[src/rtl/bmdma_pkg.sv]
package bmdma_pkg;
  typedef enum logic [1:0] {
    SZ_BYTE = 2'd0,
    SZ_HALF = 2'd1,
    SZ_WORD = 2'd2,
    SZ_WIDE = 2'd3
  } acc_size_e;

  localparam int unsigned ST_ACT = 0;
  localparam int unsigned ST_ERR = 1;
  localparam int unsigned ST_IRQ = 2;
  localparam logic [7:0] ST_RW_MASK  = 8'h60;
  localparam logic [7:0] ST_W1C_MASK = 8'h06;
  localparam logic [7:0] CMD_MASK    = 8'h09;

  function automatic logic [31:0] size_mask(acc_size_e s);
    case (s)
      SZ_BYTE: size_mask = 32'h0000_00FF;
      SZ_HALF: size_mask = 32'h0000_FFFF;
      default: size_mask = 32'hFFFF_FFFF;
    endcase
  endfunction
endpackage

[src/rtl/bmdma_ptr.sv]
module bmdma_ptr #(
  parameter int unsigned LANES = 4,
  parameter int unsigned ALIGN_BITS = 2
) (
  input  logic               clk_i,
  input  logic               rst_ni,
  input  logic [LANES-1:0]   be_i,
  input  logic [LANES*8-1:0] wdata_i,
  output logic [LANES*8-1:0] ptr_o
);
  for (genvar l = 0; l < LANES; l++) begin : g_lane
    logic [7:0] lane_q;
    logic [7:0] keep;
    // lane 0 carries the alignment bits, tied low
    assign keep = (l == 0) ? ~8'((1 << ALIGN_BITS) - 1) : 8'hFF;
    always_ff @(posedge clk_i or negedge rst_ni) begin
      if (!rst_ni)      lane_q <= '0;
      else if (be_i[l]) lane_q <= wdata_i[l*8 +: 8] & keep;
    end
    assign ptr_o[l*8 +: 8] = lane_q;
  end
endmodule

[src/rtl/bmdma_chan.sv]
module bmdma_chan
  import bmdma_pkg::*;
(
  input  logic        clk_i,
  input  logic        rst_ni,
  input  logic        cs_we_i,
  input  logic [1:0]  cs_off_i,
  input  logic [7:0]  cs_wdata_i,
  input  logic [3:0]  ptr_be_i,
  input  logic [31:0] ptr_wdata_i,
  input  logic        set_act_i,
  input  logic        clr_act_i,
  input  logic        set_err_i,
  input  logic        set_irq_i,
  output logic [7:0]  cmd_o,
  output logic [7:0]  stat_o,
  output logic [31:0] ptr_o,
  output logic        irq_o
);
  logic [7:0] cmd_q, stat_q, stat_d;

  always_ff @(posedge clk_i or negedge rst_ni) begin
    if (!rst_ni)                          cmd_q <= '0;
    else if (cs_we_i && cs_off_i == 2'd0) cmd_q <= cs_wdata_i & CMD_MASK;
  end

  always_comb begin
    stat_d = stat_q;
    if (cs_we_i && cs_off_i == 2'd2)
      stat_d = (cs_wdata_i & ST_RW_MASK) | (stat_q & 8'h01) |
               (stat_q & ~cs_wdata_i & ST_W1C_MASK);
    if (set_act_i)      stat_d[ST_ACT] = 1'b1;
    else if (clr_act_i) stat_d[ST_ACT] = 1'b0;
    if (set_err_i)      stat_d[ST_ERR] = 1'b1;
    if (set_irq_i)      stat_d[ST_IRQ] = 1'b1;
  end

  always_ff @(posedge clk_i or negedge rst_ni) begin
    if (!rst_ni) stat_q <= '0;
    else         stat_q <= stat_d;
  end

  bmdma_ptr #(.LANES(4), .ALIGN_BITS(2)) u_ptr (
    .clk_i   (clk_i),
    .rst_ni  (rst_ni),
    .be_i    (ptr_be_i),
    .wdata_i (ptr_wdata_i),
    .ptr_o   (ptr_o)
  );

  assign cmd_o  = cmd_q;
  assign stat_o = stat_q;
  assign irq_o  = stat_q[ST_IRQ];

  // host cannot move the active flag
  p_active_ro_r7: assert property (@(posedge clk_i) disable iff (!rst_ni)
    (!set_act_i && !clr_act_i) |=> stat_q[ST_ACT] == $past(stat_q[ST_ACT]));
  // hardware error set always lands
  p_err_set_r8: assert property (@(posedge clk_i) disable iff (!rst_ni)
    set_err_i |=> stat_o[ST_ERR]);
  // hardware interrupt set raises irq
  p_irq_set_r10: assert property (@(posedge clk_i) disable iff (!rst_ni)
    set_irq_i |=> irq_o);
  // write-one clears the interrupt flag when no set competes
  p_irq_w1c_r7: assert property (@(posedge clk_i) disable iff (!rst_ni)
    (cs_we_i && cs_off_i == 2'd2 && cs_wdata_i[ST_IRQ] && !set_irq_i) |=> !irq_o);
endmodule

[src/rtl/bmdma_regs.sv]
module bmdma_regs
  import bmdma_pkg::*;
#(
  parameter int unsigned N_CH = 2,
  localparam int unsigned CHW = $clog2(N_CH),
  localparam int unsigned AW  = CHW + 3
) (
  input  logic              clk_i,
  input  logic              rst_ni,
  input  logic              req_i,
  input  logic              we_i,
  input  logic [AW-1:0]     addr_i,
  input  logic [1:0]        size_i,
  input  logic [31:0]       wdata_i,
  output logic [31:0]       rdata_o,
  input  logic [N_CH-1:0]   set_active_i,
  input  logic [N_CH-1:0]   clr_active_i,
  input  logic [N_CH-1:0]   set_error_i,
  input  logic [N_CH-1:0]   set_irq_i,
  output logic [N_CH-1:0]   cmd_start_o,
  output logic [N_CH-1:0]   cmd_dir_o,
  output logic [N_CH*32-1:0] ptr_o,
  output logic [N_CH-1:0]   irq_o
);
  acc_size_e       sz;
  logic [CHW-1:0]  ch_sel;
  logic            ptr_half;
  logic [1:0]      off;
  logic [3:0]      be;
  logic [31:0]     ptr_wdata;

  assign sz       = acc_size_e'(size_i);
  assign ch_sel   = addr_i[AW-1:3];
  assign ptr_half = addr_i[2];
  assign off      = addr_i[1:0];

  always_comb begin
    case (sz)
      SZ_BYTE: begin be = 4'(1) << off;                  ptr_wdata = {4{wdata_i[7:0]}};  end
      SZ_HALF: begin be = off[1] ? 4'b1100 : 4'b0011;    ptr_wdata = {2{wdata_i[15:0]}}; end
      default: begin be = 4'b1111;                       ptr_wdata = wdata_i;            end
    endcase
  end

  logic [7:0]  cmd  [N_CH];
  logic [7:0]  stat [N_CH];
  logic [31:0] ptr  [N_CH];

  for (genvar i = 0; i < N_CH; i++) begin : g_ch
    logic hit;
    assign hit = req_i && we_i && (ch_sel == CHW'(i));
    bmdma_chan u_chan (
      .clk_i       (clk_i),
      .rst_ni      (rst_ni),
      .cs_we_i     (hit && !ptr_half && sz == SZ_BYTE),
      .cs_off_i    (off),
      .cs_wdata_i  (wdata_i[7:0]),
      .ptr_be_i    ((hit && ptr_half) ? be : 4'b0000),
      .ptr_wdata_i (ptr_wdata),
      .set_act_i   (set_active_i[i]),
      .clr_act_i   (clr_active_i[i]),
      .set_err_i   (set_error_i[i]),
      .set_irq_i   (set_irq_i[i]),
      .cmd_o       (cmd[i]),
      .stat_o      (stat[i]),
      .ptr_o       (ptr[i]),
      .irq_o       (irq_o[i])
    );
    assign cmd_start_o[i]    = cmd[i][0];
    assign cmd_dir_o[i]      = cmd[i][3];
    assign ptr_o[i*32 +: 32] = ptr[i];
  end

  logic [1:0]  sh;
  logic [31:0] rd_val;

  always_comb begin
    case (sz)
      SZ_BYTE: sh = off;
      SZ_HALF: sh = {off[1], 1'b0};
      default: sh = 2'd0;
    endcase
    if (ptr_half) begin
      rd_val = (ptr[ch_sel] >> {sh, 3'b000}) & size_mask(sz);
    end else if (sz != SZ_BYTE) begin
      rd_val = size_mask(sz);
    end else begin
      case (off)
        2'd0:    rd_val = {24'h0, cmd[ch_sel]};
        2'd2:    rd_val = {24'h0, stat[ch_sel]};
        default: rd_val = 32'h0000_00FF;
      endcase
    end
  end

  assign rdata_o = (req_i && !we_i) ? rd_val : 32'h0;

  // wide writes to the command/status sub-window leave commands alone
  p_wide_wr_r5: assert property (@(posedge clk_i) disable iff (!rst_ni)
    (req_i && we_i && !ptr_half && sz != SZ_BYTE)
      |=> (cmd_start_o == $past(cmd_start_o)) && (cmd_dir_o == $past(cmd_dir_o)));
endmodule

[config.mk]
export PLATFORM = sky130hd
export DESIGN_NAME = bmdma_regs
export DESIGN_NICKNAME = d
export VERILOG_FILES = /design/src/rtl/bmdma_pkg.sv /design/src/rtl/bmdma_ptr.sv /design/src/rtl/bmdma_chan.sv /design/src/rtl/bmdma_regs.sv
export SDC_FILE = /design/constraint.sdc
export NUM_CORES = 1
export LEC_CHECK = 0
export BUFFER_PORTS_ARGS = -buffer_cell sky130_fd_sc_hd__buf_4
export CAP_MARGIN = 20
export CORE_MARGIN = 3
export CORE_UTILIZATION = 45
export DETAILED_ROUTE_END_ITERATION = 7
export PLACE_DENSITY = 0.76
export SYNTH_ARGS = -nofsm -noshare
export SYNTH_HDL_FRONTEND = slang
export SYNTH_SLANG_ARGS = --single-unit
[constraint.sdc]
create_clock -name clk_i -period 1.3 [get_ports clk_i]
set_input_delay 0.065 -clock clk_i [delete_from_list [all_inputs] [get_ports clk_i]]
set_output_delay 0.065 -clock clk_i [all_outputs]
set_load 0.02 [all_outputs]
# After elaboration in Yosys (flattened, before gate mapping)
# Cells that the tools add are included.
[classes] n_eq_ne=2 n_reduce_logical=25 n_shift=2 bitwise_logic=10 muxes=31 order_cmp=1
[op_table] op="two-way mux 32 bit" count=7
[op_table] op="one-hot mux 32 bit (2 select lines)" count=2
[op_table] op="two-way mux 8 bit" count=5
[op_table] op="AND 32 bit" count=1
[op_table] op="right shift 32 x 5 -> 32 bit" count=1
[op_table] op="two-way mux 4 bit" count=4
[op_table] op="one-hot mux 8 bit (2 select lines)" count=1
[op_table] op="logical AND 1 bit" count=14
[op_table] op="OR 7 x 1 -> 7 bit" count=2
[op_table] op="OR 7 x 3 -> 7 bit" count=2
[op_table] op="nonzero test 2 bit" count=5
[op_table] op="two-way mux 1 bit" count=8
[op_table] op="one-hot mux 4 bit (2 select lines)" count=1
[op_table] op="AND 3 bit" count=2
[op_table] op="two-way mux 3 bit" count=2
[op_table] op="nonzero test 3 bit" count=2
[op_table] op="zero test 2 bit" count=2
[op_table] op="one-hot mux 2 bit (2 select lines)" count=1
[op_table] op="left shift 1 x 2 -> 4 bit, first input constant" count=1
[op_table] op="inverter 3 bit" count=1
[op_table] op="== test 2 x 1 -> 1 bit, second input constant" count=1
[op_table] op="== test 2 bit, second input constant" count=1
[op_table] op=">= comparator 2 bit, second input constant" count=1
[op_table] op="zero test 1 bit" count=2
[op_table] op="2 further kinds" count=2
[totals] regBits=80 in_bits=50 output_inout_bits=102 elab_cells=89

# Longest topological paths before layout
[logic_depth] ltp_word=8 mapped_depth=7 ltp_nobuf=4

# Cells and area by module
# From an unflattened synthesis, not the netlist that was laid out.
[hier_totals] hier_cells=410 area_unflattened_um2=5036.1
[by_module_without_submodules] mod="bmdma_ptr" cells_each=67 area_per_inst_um2=1265.0 seq_area_each_um2=750.7 n_inst=2
[by_module_without_submodules] mod="bmdma_regs" cells_each=216 area_per_inst_um2=1745.4 seq_area_each_um2=0.0 n_inst=1
[by_module_without_submodules] mod="bmdma_chan" cells_each=30 area_per_inst_um2=380.4 seq_area_each_um2=175.2 n_inst=2

# Least setup slack after synthesis
# OpenSTA, ideal clock, no wires.
[synth_path] path_kind="input-to-output" from="input size_i[1]" to="output rdata_o[1]" n_path_buf=1 path_slack_ns=-0.376 stages=5 arrival_ns=1.611 path_cell_list="buf_6 > nor3b_4 > mux2_2 > and2_1 > a211oi_1"
[synth_between] elab_chain_len=6 elab_cells_between_ends=9
[synth_rtl] item="start, declared" line="bmdma_regs.sv:13" source="input logic [1:0] size_i,"
[synth_rtl] item="== test 2 x 1 -> 1 bit or zero test 2 bit (tied branches)" line="bmdma_regs.sv:78" source="case (sz)"
[synth_rtl] item="one-hot mux 2 bit (2 select lines)" line="bmdma_regs.sv:78"
[synth_rtl] item="right shift 32 x 5 -> 32 bit" line="bmdma_regs.sv:84" source="rd_val = (ptr[ch_sel] >> {sh, 3'b000}) & size_mask(sz);"
[synth_rtl] item="AND 32 bit" line="bmdma_regs.sv:84"
[synth_rtl] item="two-way mux 32 bit (*)" line="bmdma_regs.sv:83" source="if (ptr_half) begin"
[synth_rtl] item="two-way mux 32 bit (*)" line="bmdma_regs.sv:96" source="assign rdata_o = (req_i && !we_i) ? rd_val : 32'h0;"
[synth_rtl] item="end, declared" line="bmdma_regs.sv:15" source="output logic [31:0] rdata_o,"
# Every way passes the cells marked *; elsewhere a longest branch is shown, timed or not.

# Worst setup path after layout
[layout_path] from="register g_ch[0].u_chan.u_ptr.g_lane[1].lane_q[5]" to="output rdata_o[5]"
[layout_between] elab_chain_len=7
[layout_rtl] item="start, declared" line="bmdma_ptr.sv:12" source="logic [7:0] lane_q;"
[layout_rtl] item="start signal, assigned" line="bmdma_ptr.sv:18" source="else if (be_i[l]) lane_q <= wdata_i[l*8 +: 8] & keep;"
[layout_rtl] item="two-way mux 32 bit (implied by the code) (3 in series)" line="bmdma_regs.sv:84"
[layout_rtl] item="right shift 32 x 5 -> 32 bit" line="bmdma_regs.sv:84"
[layout_rtl] item="AND 32 bit" line="bmdma_regs.sv:84"
[layout_rtl] item="two-way mux 32 bit" line="bmdma_regs.sv:83"
[layout_rtl] item="two-way mux 32 bit" line="bmdma_regs.sv:96"
# No other way between the ends. The select of a mux whose other input is x is not followed.

==> out/qor.txt <==
Post-Synth Simple-Gate Area -> 0.1489
Critical path's slowest cell -> dfrtp_1
Inserted Clock Buffers -> 9
Post-route cell area -> 7157 um^2
Main combinational cell family by area after synthesis -> multiplexers
Multiplexer area fraction after synthesis -> 0.2194
Crit Path Max Fanout -> 2
Mean Syn Cell Area -> 9.836 um^2
Complex-gate fraction of the synthesized area -> 0.1475
Clock skew -> 0 ns
Cell count after synthesis -> 433
Max transition margin -> 0.5928
Drt total wl -> 16790 um
Fin crit share -> 1.397
Post-synthesis cell type count -> 35
PwrDens -> 1354 nW/um^2
Top post-synthesis cells by area -> dfrtp_1 43%, mux2i_1 11%, mux2_2 8.2%
Mapped cell area -> 4259 um^2
Hold slack -> 0.005249 ns
Setup WS post-layout -> -0.5162 ns
R2r startpoint -> g_ch[1].u_chan.stat_o[0]
GRT Total Usage -> 0.3107
Row Count -> 34
Antenna Violating Nets Remaining -> 0
Ys Warns -> 0
IO Pins -> 152
Max Clk Rate -> 0.5506 GHz
Core area -> 8976 um^2
# fillers -> 502
Largest net degree at the start of global routing -> 75
DIE HEIGHT -> 103.3 um
Adder-Cell Fraction of Synth Area -> 0
First DRT Iteration DRCs -> 442
Status -> finished, violations left
Drt pass-1 iters -> 5
Initial Utilization -> 0.4745
Top-area cell type share of the netlist area -> 0.4348
Hold path depth -> 3
Seq cells post-synth -> 74
Die Area -> 10670 um^2
Worst hold path startpoint -> wdata_i[29]
Routability cong. -> 0.8909
XOR/XNOR share of the synthesized area -> 0
H-tree levels -> 3
Most used cell, CP -> mux2_4
Commonest non-fill, non-tap cell in the layout -> buf_4
Placed instance area -> 6407 um^2
Maximum vdd drop -> 0.8861 mV
Worst path cell trace -> mux2_4 > mux2_4 > o221ai_2 > a21oi_2 > buf_6
Hold WC Path Type -> primary input to flop
CTS tree -> yes
R2R setup slack -> 0.08 ns
Post-DP HPWL -> 11530 um
Drt wl/cell -> 20.21 um
Worst-Skew Late Latency -> 0.37 ns
Commonest cells after routing, fill and taps aside -> 236 x buf_4, 74 x dfrtp_1, 49 x nor2_1, 48 x a21oi_1, 37 x mux2i_1
First-pass GRT wire length -> 25110 um
Die width -> 103.3 um
Crit path launch type -> flop
Endpoint, Worst Hold -> g_ch[1].u_chan.u_ptr.g_lane[3].lane_q[5]
Post-layout util -> 0.7973
Setup CP Type -> flop to output pin
Max-slew violations -> 0
Reg2Reg Depth -> 2
Failing checks -> negative setup slack
Worst endpoint required time -> 1.24 ns
Worst-Margin Slew -> 0.6088 ns
# setup viols final -> 42
Slowest Stage Delay on Critical Path -> 0.38 ns
Sink Count -> 74
Critical Path Sink Type -> output pin
DRC viols -> 0
Initial antenna violation count -> 0
Sequential-to-total area share from yosys stat -> 0.4348
Final hold violation count -> 0
Critical Path AT -> 1.75 ns
Reg clk slew, reported paths -> 0.09 ns
Via-to-Cell Ratio -> 5.653
Post-place setup slack -> -0.3401 ns
Reg-to-Reg End -> g_ch[1].u_chan.stat_o[0]
Buffers on Ports -> 147
RSZ-0062 raised after global routing -> yes
Net count, final -> 750
Max Root-Sink Buffers -> 2
Global route overflow -> 0
Area Overhead vs Synth -> 68.04%
Maxcap violations -> 0
Layout cells sized above 1 -> 0.5532
Root Buffer -> clkbuf_8
Routed vias -> 4698
Leak -> 3.395 nW
Yosys top cell by area -> dfrtp_1
Final min period -> 1.816 ns
Vias in the first global route -> 4750
Number of diodes -> 0
-- routing by layer --
metal	global-route usage	vias up	wire length, um
met5	0	-	0
met4	0.09363	0	600
met3	0.05164	57	1449
met2	0.5096	307	8190
met1	0.4251	2270	6552
li1	-	2064	-
-- cell families after synthesis --
family / Yosys count
DFF: 74
AOI/OAI and AO/OA: 110
muxes: 82
buffers and inverters: 40
other: 1
and+or+nand+nor: 126
-- state kept, by name, indices dropped and copies added (netlist names) --
| signal | cells |
|---|---|
| g_ch.u_chan.cmd_o | 4 |
| g_ch.u_chan.stat_o | 10 |
| g_ch.u_chan.u_ptr.g_lane.lane_q | 60 |
-- metrics by stage --
stage                     setup TNS, ns  std cells  power, W
final                            -11.07        831  0.009688
after global routing             -13.41        831   0.01015
after CTS                        -9.659        826  0.009397
after detailed placement         -16.67        788  0.007324
after global placement           -14.22        788  0.007225
after floorplan                  -6.391        436  0.004994
-- how the worst max path moves through the flow --
stage	from	cells after the start	to	slack, ns
2_1_floorplan	size_i[1]	5	g_ch[0].u_chan.stat_o[5]	-0.16
3_3_place_gp	size_i[0]	5	g_ch[1].u_chan.cmd_o[3]	-0.30
3_5_place_dp	size_i[0]	5	g_ch[0].u_chan.cmd_o[0]	-0.34
4_1_cts	g_ch[0].u_chan.u_ptr.g_lane[0].lane_q[6]	5	rdata_o[6]	-0.49
5_1_grt	g_ch[0].u_chan.u_ptr.g_lane[1].lane_q[5]	5	rdata_o[5]	-0.57
6_report	g_ch[0].u_chan.u_ptr.g_lane[1].lane_q[5]	5	rdata_o[5]	-0.52
-- power by group --
group / internal (W) / switching, W
sequential: 0.00278 / 0.000368
combinational: 0.00248 / 0.00233
clock: 0.000762 / 0.000963
-- worst max-delay path, delay by kind of cell, from the launching register on --
kind | cells | cell delay [ns]
flip-flops | 1 | 0.38
buffers and inverters | 1 | 0.14
AO/OA/AOI/OAI | 2 | 0.28
multiplexers | 2 | 0.59
-- area by class of cell --
cell class / count / area [um^2] / share of cell area
clock buffers: 10 / 137.6 / 0.01923
clock inverters: 6 / 47.55 / 0.006643
inverters: 6 / 22.52 / 0.003147
multi-input cells: 322 / 2542 / 0.3552
flip-flops and latches: 74 / 1852 / 0.2587
well taps: 126 / 157.7 / 0.02203
repair buffers: 287 / 2397 / 0.3350
-- cell usage after synthesis --
library cell  instances
or4_4                 1
buf_1                 2
a21oi_1              61
nor2_1               55
conb_1                1
buf_2                15
o21ai_1               1
inv_1                 6
nor3_1                7
nor2b_1              11
and2_1                2
buf_6                 2
nand2_1              38
a211oi_1              2
nor3_2                2
nand4_1               1
o221ai_1              5
clkbuf_1              9
nor3b_4               1
nand4b_1              1
nor4_4                4
mux2i_1              45
a21boi_0              4
o21ai_0              21
mux4_2                6
a211o_1               5
o21a_1                1
a31oi_1               2
nand2b_1              2
dfrtp_1              74
nor2_2                1
mux2_2               31
o21bai_1              2
buf_4                 6
a21o_1                6
-- timing repair --
| item | CTS | global route |
|---|---|---|
| gates resized for setup | 55 | 32 |
| hold buffers | 11 | 0 |
| endpoints found under the setup margin | 32 | 52 |
| setup buffers | 14 | 9 |
| pin swaps | 20 | 15 |
| hold endpoints to repair | 84 | 0 |
(Power assumes the default switching activity.)
